[src/rtl/gpio_pkg.sv]
package gpio_pkg;

    localparam int ATTR_COUNT = 8;
    localparam int OFFSET_W   = 7;

    typedef enum logic [2:0] {
        A_OUTVAL = 3'd0,
        A_OUTEN  = 3'd1,
        A_OPENDR = 3'd2,
        A_OUTINV = 3'd3,
        A_PULLUP = 3'd4,
        A_PULLDN = 3'd5,
        A_INEN   = 3'd6,
        A_ININV  = 3'd7
    } attr_e;

    typedef struct packed {
        logic  hit;
        attr_e idx;
    } attr_sel_t;

    localparam logic [OFFSET_W-1:0] RB_OFFSET = 7'h30;

    function automatic attr_sel_t decode_offset(input logic [OFFSET_W-1:0] off);
        attr_sel_t s;
        s.hit = 1'b1;
        s.idx = A_OUTVAL;
        case (off)
            7'h00:   s.idx = A_OUTVAL;
            7'h04:   s.idx = A_OUTEN;
            7'h08:   s.idx = A_OPENDR;
            7'h0C:   s.idx = A_OUTINV;
            7'h18:   s.idx = A_PULLUP;
            7'h1C:   s.idx = A_PULLDN;
            7'h20:   s.idx = A_INEN;
            7'h24:   s.idx = A_ININV;
            default: s.hit = 1'b0;
        endcase
        return s;
    endfunction

endpackage

[src/rtl/gpio_attr_reg.sv]
module gpio_attr_reg #(
    parameter int W = 16
) (
    input  logic         clk,
    input  logic         rst_n,
    input  logic         wr,
    input  logic [W-1:0] set_bits,
    input  logic [W-1:0] clr_bits,
    output logic [W-1:0] q
);

    always_ff @(posedge clk or negedge rst_n) begin
        if (!rst_n) begin
            q <= '0;
        end else if (wr) begin
            q <= (q | set_bits) & ~clr_bits;
        end
    end

    // bits set without a matching clear read 1 afterwards
    p_set_r2: assert property (@(posedge clk) disable iff (!rst_n)
        wr |=> ((q & $past(set_bits & ~clr_bits)) == $past(set_bits & ~clr_bits)));

    // any bit named in the clear mask is 0 afterwards
    p_clear_wins_r4: assert property (@(posedge clk) disable iff (!rst_n)
        wr |=> ((q & $past(clr_bits)) == '0));

    // bits named in neither mask keep their value
    p_keep_r3: assert property (@(posedge clk) disable iff (!rst_n)
        wr |=> (((q ^ $past(q)) & ~$past(set_bits | clr_bits)) == '0));

    // no write strobe, no change
    p_idle_r11: assert property (@(posedge clk) disable iff (!rst_n)
        !wr |=> $stable(q));

endmodule

[src/rtl/gpio_pad_drive.sv]
module gpio_pad_drive #(
    parameter int W = 16
) (
    input  logic         clk,
    input  logic         rst_n,
    input  logic [W-1:0] out_val,
    input  logic [W-1:0] out_en,
    input  logic [W-1:0] open_dr,
    input  logic [W-1:0] out_inv,
    output logic [W-1:0] pad_out,
    output logic [W-1:0] pad_oe
);

    logic [W-1:0] level;

    always_comb begin
        level   = out_val ^ out_inv;
        pad_out = level & ~open_dr;
        pad_oe  = out_en & ~(open_dr & level);
    end

    // no pad is driven without its output enable
    p_oe_gated_r7: assert property (@(posedge clk) disable iff (!rst_n)
        (pad_oe & ~out_en) == '0);

    // an open-drain pad never drives high
    p_od_no_high_r8: assert property (@(posedge clk) disable iff (!rst_n)
        (pad_out & open_dr) == '0);

endmodule

[src/rtl/gpio_in_sync.sv]
module gpio_in_sync #(
    parameter int W = 16
) (
    input  logic         clk,
    input  logic         rst_n,
    input  logic [W-1:0] pad_in,
    input  logic [W-1:0] in_en,
    input  logic [W-1:0] in_inv,
    output logic [W-1:0] rb
);

    logic [W-1:0] stage1;
    logic [W-1:0] stage2;

    always_ff @(posedge clk or negedge rst_n) begin
        if (!rst_n) begin
            stage1 <= '0;
            stage2 <= '0;
        end else begin
            stage1 <= pad_in;
            stage2 <= stage1;
        end
    end

    assign rb = in_en & (stage2 ^ in_inv);

    // second stage follows the first with one cycle of delay
    p_two_flop_r10: assert property (@(posedge clk) disable iff (!rst_n)
        1'b1 |=> (stage2 == $past(stage1)));

    // disabled inputs read as zero
    p_in_gate_r10: assert property (@(posedge clk) disable iff (!rst_n)
        (rb & ~in_en) == '0);

endmodule

[src/rtl/gpio_banked_ctrl.sv]
module gpio_banked_ctrl
    import gpio_pkg::*;
#(
    parameter int NUM_BANKS = 2,
    parameter int BANK_PINS = 16,
    parameter int ADDR_W    = 8
) (
    input  logic                           clk,
    input  logic                           rst_n,
    input  logic                           wr_en,
    input  logic                           rd_en,
    input  logic [ADDR_W-1:0]              addr,
    input  logic [2*BANK_PINS-1:0]         wdata,
    output logic [2*BANK_PINS-1:0]         rdata,
    input  logic [NUM_BANKS*BANK_PINS-1:0] pad_in,
    output logic [NUM_BANKS*BANK_PINS-1:0] pad_out,
    output logic [NUM_BANKS*BANK_PINS-1:0] pad_oe,
    output logic [NUM_BANKS*BANK_PINS-1:0] pad_pu,
    output logic [NUM_BANKS*BANK_PINS-1:0] pad_pd
);

    localparam int DATA_W = 2 * BANK_PINS;
    localparam int BANK_W = ADDR_W - OFFSET_W;

    logic [BANK_W-1:0]   bank_f;
    logic [OFFSET_W-1:0] offset;
    attr_sel_t           sel;
    logic [BANK_PINS-1:0] set_m;
    logic [BANK_PINS-1:0] clr_m;

    logic [BANK_PINS-1:0] attr_q [NUM_BANKS][ATTR_COUNT];
    logic [BANK_PINS-1:0] rb_q   [NUM_BANKS];
    logic [DATA_W-1:0]    rd_next;

    assign bank_f = addr[ADDR_W-1:OFFSET_W];
    assign offset = addr[OFFSET_W-1:0];
    assign sel    = decode_offset(offset);
    assign set_m  = wdata[BANK_PINS-1:0];
    assign clr_m  = wdata[DATA_W-1:BANK_PINS];

    for (genvar b = 0; b < NUM_BANKS; b++) begin : g_bank
        logic bank_hit;
        assign bank_hit = (bank_f == BANK_W'(b));

        for (genvar a = 0; a < ATTR_COUNT; a++) begin : g_attr
            logic wr_this;
            assign wr_this = wr_en && bank_hit && sel.hit && (sel.idx == attr_e'(a));
            gpio_attr_reg #(.W(BANK_PINS)) u_reg (
                .clk      (clk),
                .rst_n    (rst_n),
                .wr       (wr_this),
                .set_bits (set_m),
                .clr_bits (clr_m),
                .q        (attr_q[b][a])
            );
        end

        gpio_pad_drive #(.W(BANK_PINS)) u_drive (
            .clk     (clk),
            .rst_n   (rst_n),
            .out_val (attr_q[b][A_OUTVAL]),
            .out_en  (attr_q[b][A_OUTEN]),
            .open_dr (attr_q[b][A_OPENDR]),
            .out_inv (attr_q[b][A_OUTINV]),
            .pad_out (pad_out[b*BANK_PINS +: BANK_PINS]),
            .pad_oe  (pad_oe[b*BANK_PINS +: BANK_PINS])
        );

        gpio_in_sync #(.W(BANK_PINS)) u_sync (
            .clk    (clk),
            .rst_n  (rst_n),
            .pad_in (pad_in[b*BANK_PINS +: BANK_PINS]),
            .in_en  (attr_q[b][A_INEN]),
            .in_inv (attr_q[b][A_ININV]),
            .rb     (rb_q[b])
        );

        assign pad_pu[b*BANK_PINS +: BANK_PINS] = attr_q[b][A_PULLUP];
        assign pad_pd[b*BANK_PINS +: BANK_PINS] = attr_q[b][A_PULLDN];
    end

    always_comb begin
        rd_next = '0;
        for (int b = 0; b < NUM_BANKS; b++) begin
            if (bank_f == BANK_W'(b)) begin
                if (sel.hit) begin
                    rd_next = {{BANK_PINS{1'b0}}, attr_q[b][sel.idx]};
                end else if (offset == RB_OFFSET) begin
                    rd_next = {{BANK_PINS{1'b0}}, rb_q[b]};
                end
            end
        end
    end

    always_ff @(posedge clk or negedge rst_n) begin
        if (!rst_n) begin
            rdata <= '0;
        end else if (rd_en) begin
            rdata <= rd_next;
        end
    end

    // reads never return bits in the upper half-word
    p_rd_upper_r6: assert property (@(posedge clk) disable iff (!rst_n)
        rd_en |=> (rdata[DATA_W-1:BANK_PINS] == '0));

    // an unmapped offset reads as zero
    p_unmapped_zero_r11: assert property (@(posedge clk) disable iff (!rst_n)
        (rd_en && !sel.hit && (offset != RB_OFFSET)) |=> (rdata == '0));

    // rdata holds between reads
    p_rd_hold_r6: assert property (@(posedge clk) disable iff (!rst_n)
        !rd_en |=> $stable(rdata));

endmodule

[config.mk]
export PLATFORM = sky130hd
export DESIGN_NAME = gpio_banked_ctrl
export DESIGN_NICKNAME = d
export VERILOG_FILES = /design/src/rtl/gpio_pkg.sv /design/src/rtl/gpio_attr_reg.sv /design/src/rtl/gpio_pad_drive.sv /design/src/rtl/gpio_in_sync.sv /design/src/rtl/gpio_banked_ctrl.sv
export SDC_FILE = /design/constraint.sdc
export NUM_CORES = 1
export LEC_CHECK = 0
export BUFFER_PORTS_ARGS = -buffer_cell sky130_fd_sc_hd__buf_2
export CAP_MARGIN = 20
export CORE_UTILIZATION = 51
export CTS_CLUSTER_SIZE = 16
export DETAILED_ROUTE_END_ITERATION = 8
export HOLD_SLACK_MARGIN = 0.08
export PLACE_DENSITY = 0.73
export SYNTH_ARGS = -nofsm -noshare
export SYNTH_HDL_FRONTEND = slang
export SYNTH_SLANG_ARGS = --single-unit
[constraint.sdc]
create_clock -name clk -period 3.2 [get_ports clk]
set_input_delay 0.16 -clock clk [delete_from_list [all_inputs] [get_ports clk]]
set_output_delay 0.16 -clock clk [all_outputs]
set_load 0.03 [all_outputs]
==> results.json <==
{
  "floorplan.die.height_um": 179,
  "timing.hold.worst.class": "input port to register",
  "timing.critical_path.max_delay_family": "simple AND/OR/NAND/NOR gates",
  "design.portCount": 236,
  "rr_worst_depth": 5,
  "setup_slack_after_placement_ns": 0.535,
  "core.rowCount": 64,
  "finalMaxSlewViolations": 0,
  "synth-edff-count": 0,
  "totalWireLength_um": 52600,
  "postRouteAntennaNets": 0,
  "post_synth_xor_xnor_area": 0.0356,
  "post_drt_wl_per_cell_um": 24.3,
  "timing.critical_path.to_type": "register",
  "minimum_setup_slack_in_the_final_design_ns": 1.02,
  "global_route_wire_length_before_repair_um": 78700,
  "coreArea_um2": 30700,
  "muxShareOfSynthArea": 0.0552,
  "route.vias.total": 13600,
  "report.final.setup_viol": 0,
  "finalWorstPathRequiredPeriod_ns": 2.18,
  "crit_cells": 8,
  "globalplace.congestion": 0.982,
  "fin_worst_skew_ns": 0.0213,
  "power.total_mw": 9.92,
  "slew-limit-headroom": 0.454,
  "post-route-drc-count": 36,
  "max-clock-path-buffers": 3,
  "worstPathArrival_ns": 2.60,
  "io_buffers": 219,
  "synth_simple_gate_area_share": 0.0680,
  "hpwlAfterDp_um": 35600,
  "synth_compound_gate_area_share": 0.233,
  "post_dr_vias_cell": 6.28,
  "r2r_setup_slack_ns": 1.30,
  "yosysTopAreaCell": "sky130_fd_sc_hd__dfrtp_1",
  "clock_root_buffer": "sky130_fd_sc_hd__clkbuf_16",
  "final.setup.tns_ns": 0,
  "syn_to_layout_area_delta_pct": 16.5,
  "setup_repair_after_global_routing_missed_its_margin": "no",
  "timing.rr.start": "g_bank[1].g_attr[7].u_reg.q[7]",
  "finish.utilization": 0.606,
  "critical_path.reg2reg.endpoint": "rdata[7]",
  "layout_worst_path_cycle_share": 0.680,
  "nets": 1812,
  "die_w_um": 179,
  "start_util": 0.520,
  "grt_use_total": 0.333,
  "run_status": "complete, but fails checks",
  "netlist_instances": 1594,
  "drv.max_cap_violation_count": 0,
  "grt_max_degree": 89,
  "ir_drop_uv": 385,
  "synth_top_cells_by_area": "sky130_fd_sc_hd__dfrtp_1, sky130_fd_sc_hd__a21oi_1, sky130_fd_sc_hd__mux4_2",
  "clk_latency_ns": 0.53,
  "clkTransAtPathRegs_ns": 0.06,
  "cp.required_ns": 3.62,
  "post_synth_fa_ha_maj_area_fraction": 0,
  "p_per_area_nw_per_um2": 533,
  "overflow": 0,
  "critical_path.cell_chain": "buf_2 -> nor4bb_1 -> and2_1 -> buf_12 -> nand3_1 -> a221oi_1 -> a22oi_1 -> o211ai_1",
  "cp-start-kind": "input port",
  "dieArea_um2": 32100,
  "first_global_vias": 13100,
  "synth_seq_cells": 336,
  "timing.critical_path.from": "addr[5]",
  "tritoncts.num_buffers": 37,
  "clock.fmax_mhz": 459,
  "synth.yosys.seq_area_share": 0.526,
  "synthesis.area_per_instance_um2": 10.0,
  "failed_checks": "DRC",
  "combinational_family_with_the_most_area_after_synthesis": "compound AO/OA/AOI/OAI gates",
  "drive_above_1_share": 0.212,
  "cp_max_fo": 22,
  "timing_worst_setup_path_type": "input port to register",
  "report.final.hold_viol_count": 0,
  "synth_area_um2": 16000,
  "post-synth-top-area-fraction": 0.526,
  "num-fill-cells": 2527,
  "clkSinkCount": 336,
  "timing.critical_path.slowest_stage_cell": "sky130_fd_sc_hd__a221oi_1",
  "setup.worst_path.end": "rdata[15]",
  "p_leak_nw": 8.70,
  "postCtsSetupBuffers": 0,
  "post_cts_resized": 0,
  "count_of_buffer_and_inverter_cells_on_the_critical_path": 2,
  "grt_antenna_before_repair": 3,
  "dr.first_iter.drc_count": 1359,
  "async_reset_ff_frac": 1.00,
  "slowest_cell_delay_on_critical_path_ns": 0.63,
  "h-tree-depth": 2,
  "netlist-cell-type-count": 55,
  "worstMarginPinSlew_ns": 0.819,
  "synth_warnings": 0,
  "detail_route.first_pass.iterations": 8,
  "cts_tree": "done",
  "postSynth.topFlopCell": "sky130_fd_sc_hd__dfrtp_1"
}
## report_power, final
| group | switching, mW | leakage [nW] | internal, mW | total [mW] |
|---|---|---|---|---|
| Sequential | 0.140 | 4.50 | 4.40 | 4.54 |
| Clock | 1.72 | 0.577 | 2.46 | 4.18 |
| Combinational | 0.808 | 3.62 | 0.386 | 1.19 |
## cell families after synthesis
| group | Yosys count |
|---|---|
| AO/OA/AOI/OAI | 666 |
| flip-flops | 336 |
| buffers and inverters | 252 |
| AND/OR/NAND/NOR | 225 |
| XOR/XNOR | 65 |
| multiplexers | 49 |
| other | 1 |
## metrics by stage
step | hold slack (ns) | cells | area, µm²
after detailed placement | 0.218 | 2044 | 16900
final | 0.104 | 2159 | 18600
after CTS | 0.0823 | 2158 | 18600
after global routing | 0.0914 | 2159 | 18600
after floorplan | -0.136 | 1609 | 16000
after global placement | 0.222 | 2044 | 16900
## registers in the layout, summed over array words and instances (netlist names)
signal,flops
g_bank.g_attr.u_reg.q,256
g_bank.u_sync.stage2,32
g_bank.u_sync.stage1,32
rdata,16
## cell usage in the layout, fill, tap and decap left out, types with 4 or more instances in the layout
cell type and count:
sky130_fd_sc_hd__a21oi_1 520, sky130_fd_sc_hd__o21ai_0 10, sky130_fd_sc_hd__nand3_1 42, sky130_fd_sc_hd__nor2_1 29, sky130_fd_sc_hd__o211ai_1 14, sky130_fd_sc_hd__a211oi_1 11
sky130_fd_sc_hd__buf_4 37, sky130_fd_sc_hd__dlygate4sd3_1 49, sky130_fd_sc_hd__a221oi_1 8, sky130_fd_sc_hd__nor2b_1 10, sky130_fd_sc_hd__clkbuf_1 12, sky130_fd_sc_hd__clkbuf_16 39
sky130_fd_sc_hd__nor3_2 6, sky130_fd_sc_hd__mux4_2 31, sky130_fd_sc_hd__nor3_1 4, sky130_fd_sc_hd__nand2b_1 6, sky130_fd_sc_hd__a311oi_1 12, sky130_fd_sc_hd__a31oi_1 18
sky130_fd_sc_hd__xnor2_1 24, sky130_fd_sc_hd__a32oi_1 10, sky130_fd_sc_hd__dfrtp_1 336, sky130_fd_sc_hd__conb_1 16, sky130_fd_sc_hd__xor2_1 41, sky130_fd_sc_hd__mux2i_1 15
sky130_fd_sc_hd__buf_12 8, sky130_fd_sc_hd__buf_2 218, sky130_fd_sc_hd__and3_1 4, sky130_fd_sc_hd__nor2_2 8, sky130_fd_sc_hd__a21boi_0 12, sky130_fd_sc_hd__nand2_1 89
sky130_fd_sc_hd__o21a_1 25, sky130_fd_sc_hd__a22oi_1 12, sky130_fd_sc_hd__clkbuf_8 6, sky130_fd_sc_hd__inv_1 27
## tightest hold or removal path, delay by kind of cell
| kind | cells | cell delay [ns] |
|---|---|---|
| AO/OA/AOI/OAI | 2 | 0.22 |
| buffers and inverters | 1 | 0.21 |
## worst min-delay path by stage
stage                   from                              to  slack (ns)  cells after the start
CTS                 wdata[7]  g_bank[0].g_attr[1].u_reg.q[7]        0.08                      3
global route        wdata[4]  g_bank[1].g_attr[5].u_reg.q[4]        0.09                      3
floorplan              rst_n  g_bank[0].g_attr[0].u_reg.q[0]       -0.14                      0
global placement       rst_n     g_bank[1].u_sync.stage2[15]        0.22                      1
detailed placement     rst_n  g_bank[1].g_attr[4].u_reg.q[1]        0.22                      1
finish              wdata[5]  g_bank[1].g_attr[5].u_reg.q[5]        0.10                      3
## final cells by class
class / count / area, µm² / share of cell area
Tap cell: 396 / 495 / 0.0266
Timing Repair Buffer: 313 / 2030 / 0.109
Inverter: 27 / 101 / 0.00544
Clock buffer: 57 / 1100 / 0.0593
Antenna cell: 1 / 2.50 / 0.000134
Sequential cell: 336 / 8410 / 0.451
Clock inverter: 8 / 78.8 / 0.00423
Multi-Input combinational cell: 1021 / 6400 / 0.344
## timing repair
action	4_1_cts	5_1_grt
endpoints found under the hold margin	310	0
endpoints found under the setup margin	0	0
hold buffers	49	0
## cell usage after synthesis, types with 3 or more instances
master / instances
sky130_fd_sc_hd__mux2_2: 3
sky130_fd_sc_hd__a21boi_0: 12
sky130_fd_sc_hd__nor2b_1: 10
sky130_fd_sc_hd__o21a_1: 25
sky130_fd_sc_hd__a31oi_1: 18
sky130_fd_sc_hd__xnor2_1: 24
sky130_fd_sc_hd__o21ai_0: 10
sky130_fd_sc_hd__or3_1: 3
sky130_fd_sc_hd__nor3_1: 10
sky130_fd_sc_hd__dfrtp_1: 336
sky130_fd_sc_hd__a21oi_1: 520
sky130_fd_sc_hd__buf_2: 30
sky130_fd_sc_hd__a211oi_1: 11
sky130_fd_sc_hd__o211ai_1: 14
sky130_fd_sc_hd__nand2b_1: 6
sky130_fd_sc_hd__xor2_1: 41
sky130_fd_sc_hd__a221oi_1: 8
sky130_fd_sc_hd__inv_1: 27
sky130_fd_sc_hd__nor4_2: 3
sky130_fd_sc_hd__nand3_1: 42
sky130_fd_sc_hd__buf_1: 17
sky130_fd_sc_hd__mux2i_1: 15
sky130_fd_sc_hd__nand2_1: 89
sky130_fd_sc_hd__a41oi_1: 3
sky130_fd_sc_hd__nor2_1: 37
sky130_fd_sc_hd__clkbuf_1: 94
sky130_fd_sc_hd__and4_1: 3
sky130_fd_sc_hd__a32oi_1: 10
sky130_fd_sc_hd__a22oi_1: 12
sky130_fd_sc_hd__a311oi_1: 12
sky130_fd_sc_hd__mux4_2: 31
sky130_fd_sc_hd__and3_1: 4
sky130_fd_sc_hd__buf_4: 82
## metal layers
layer / wire length (µm) / track usage / vias to the layer above
li1: - / - / 5917
met5: 32 / 0 / -
met2: 25700 / 0.564 / 708
met1: 20500 / 0.420 / 6777
met3: 3830 / 0.0509 / 159
met4: 2450 / 0.151 / 4
No activity file was read; power rests on OpenSTA's default activity.
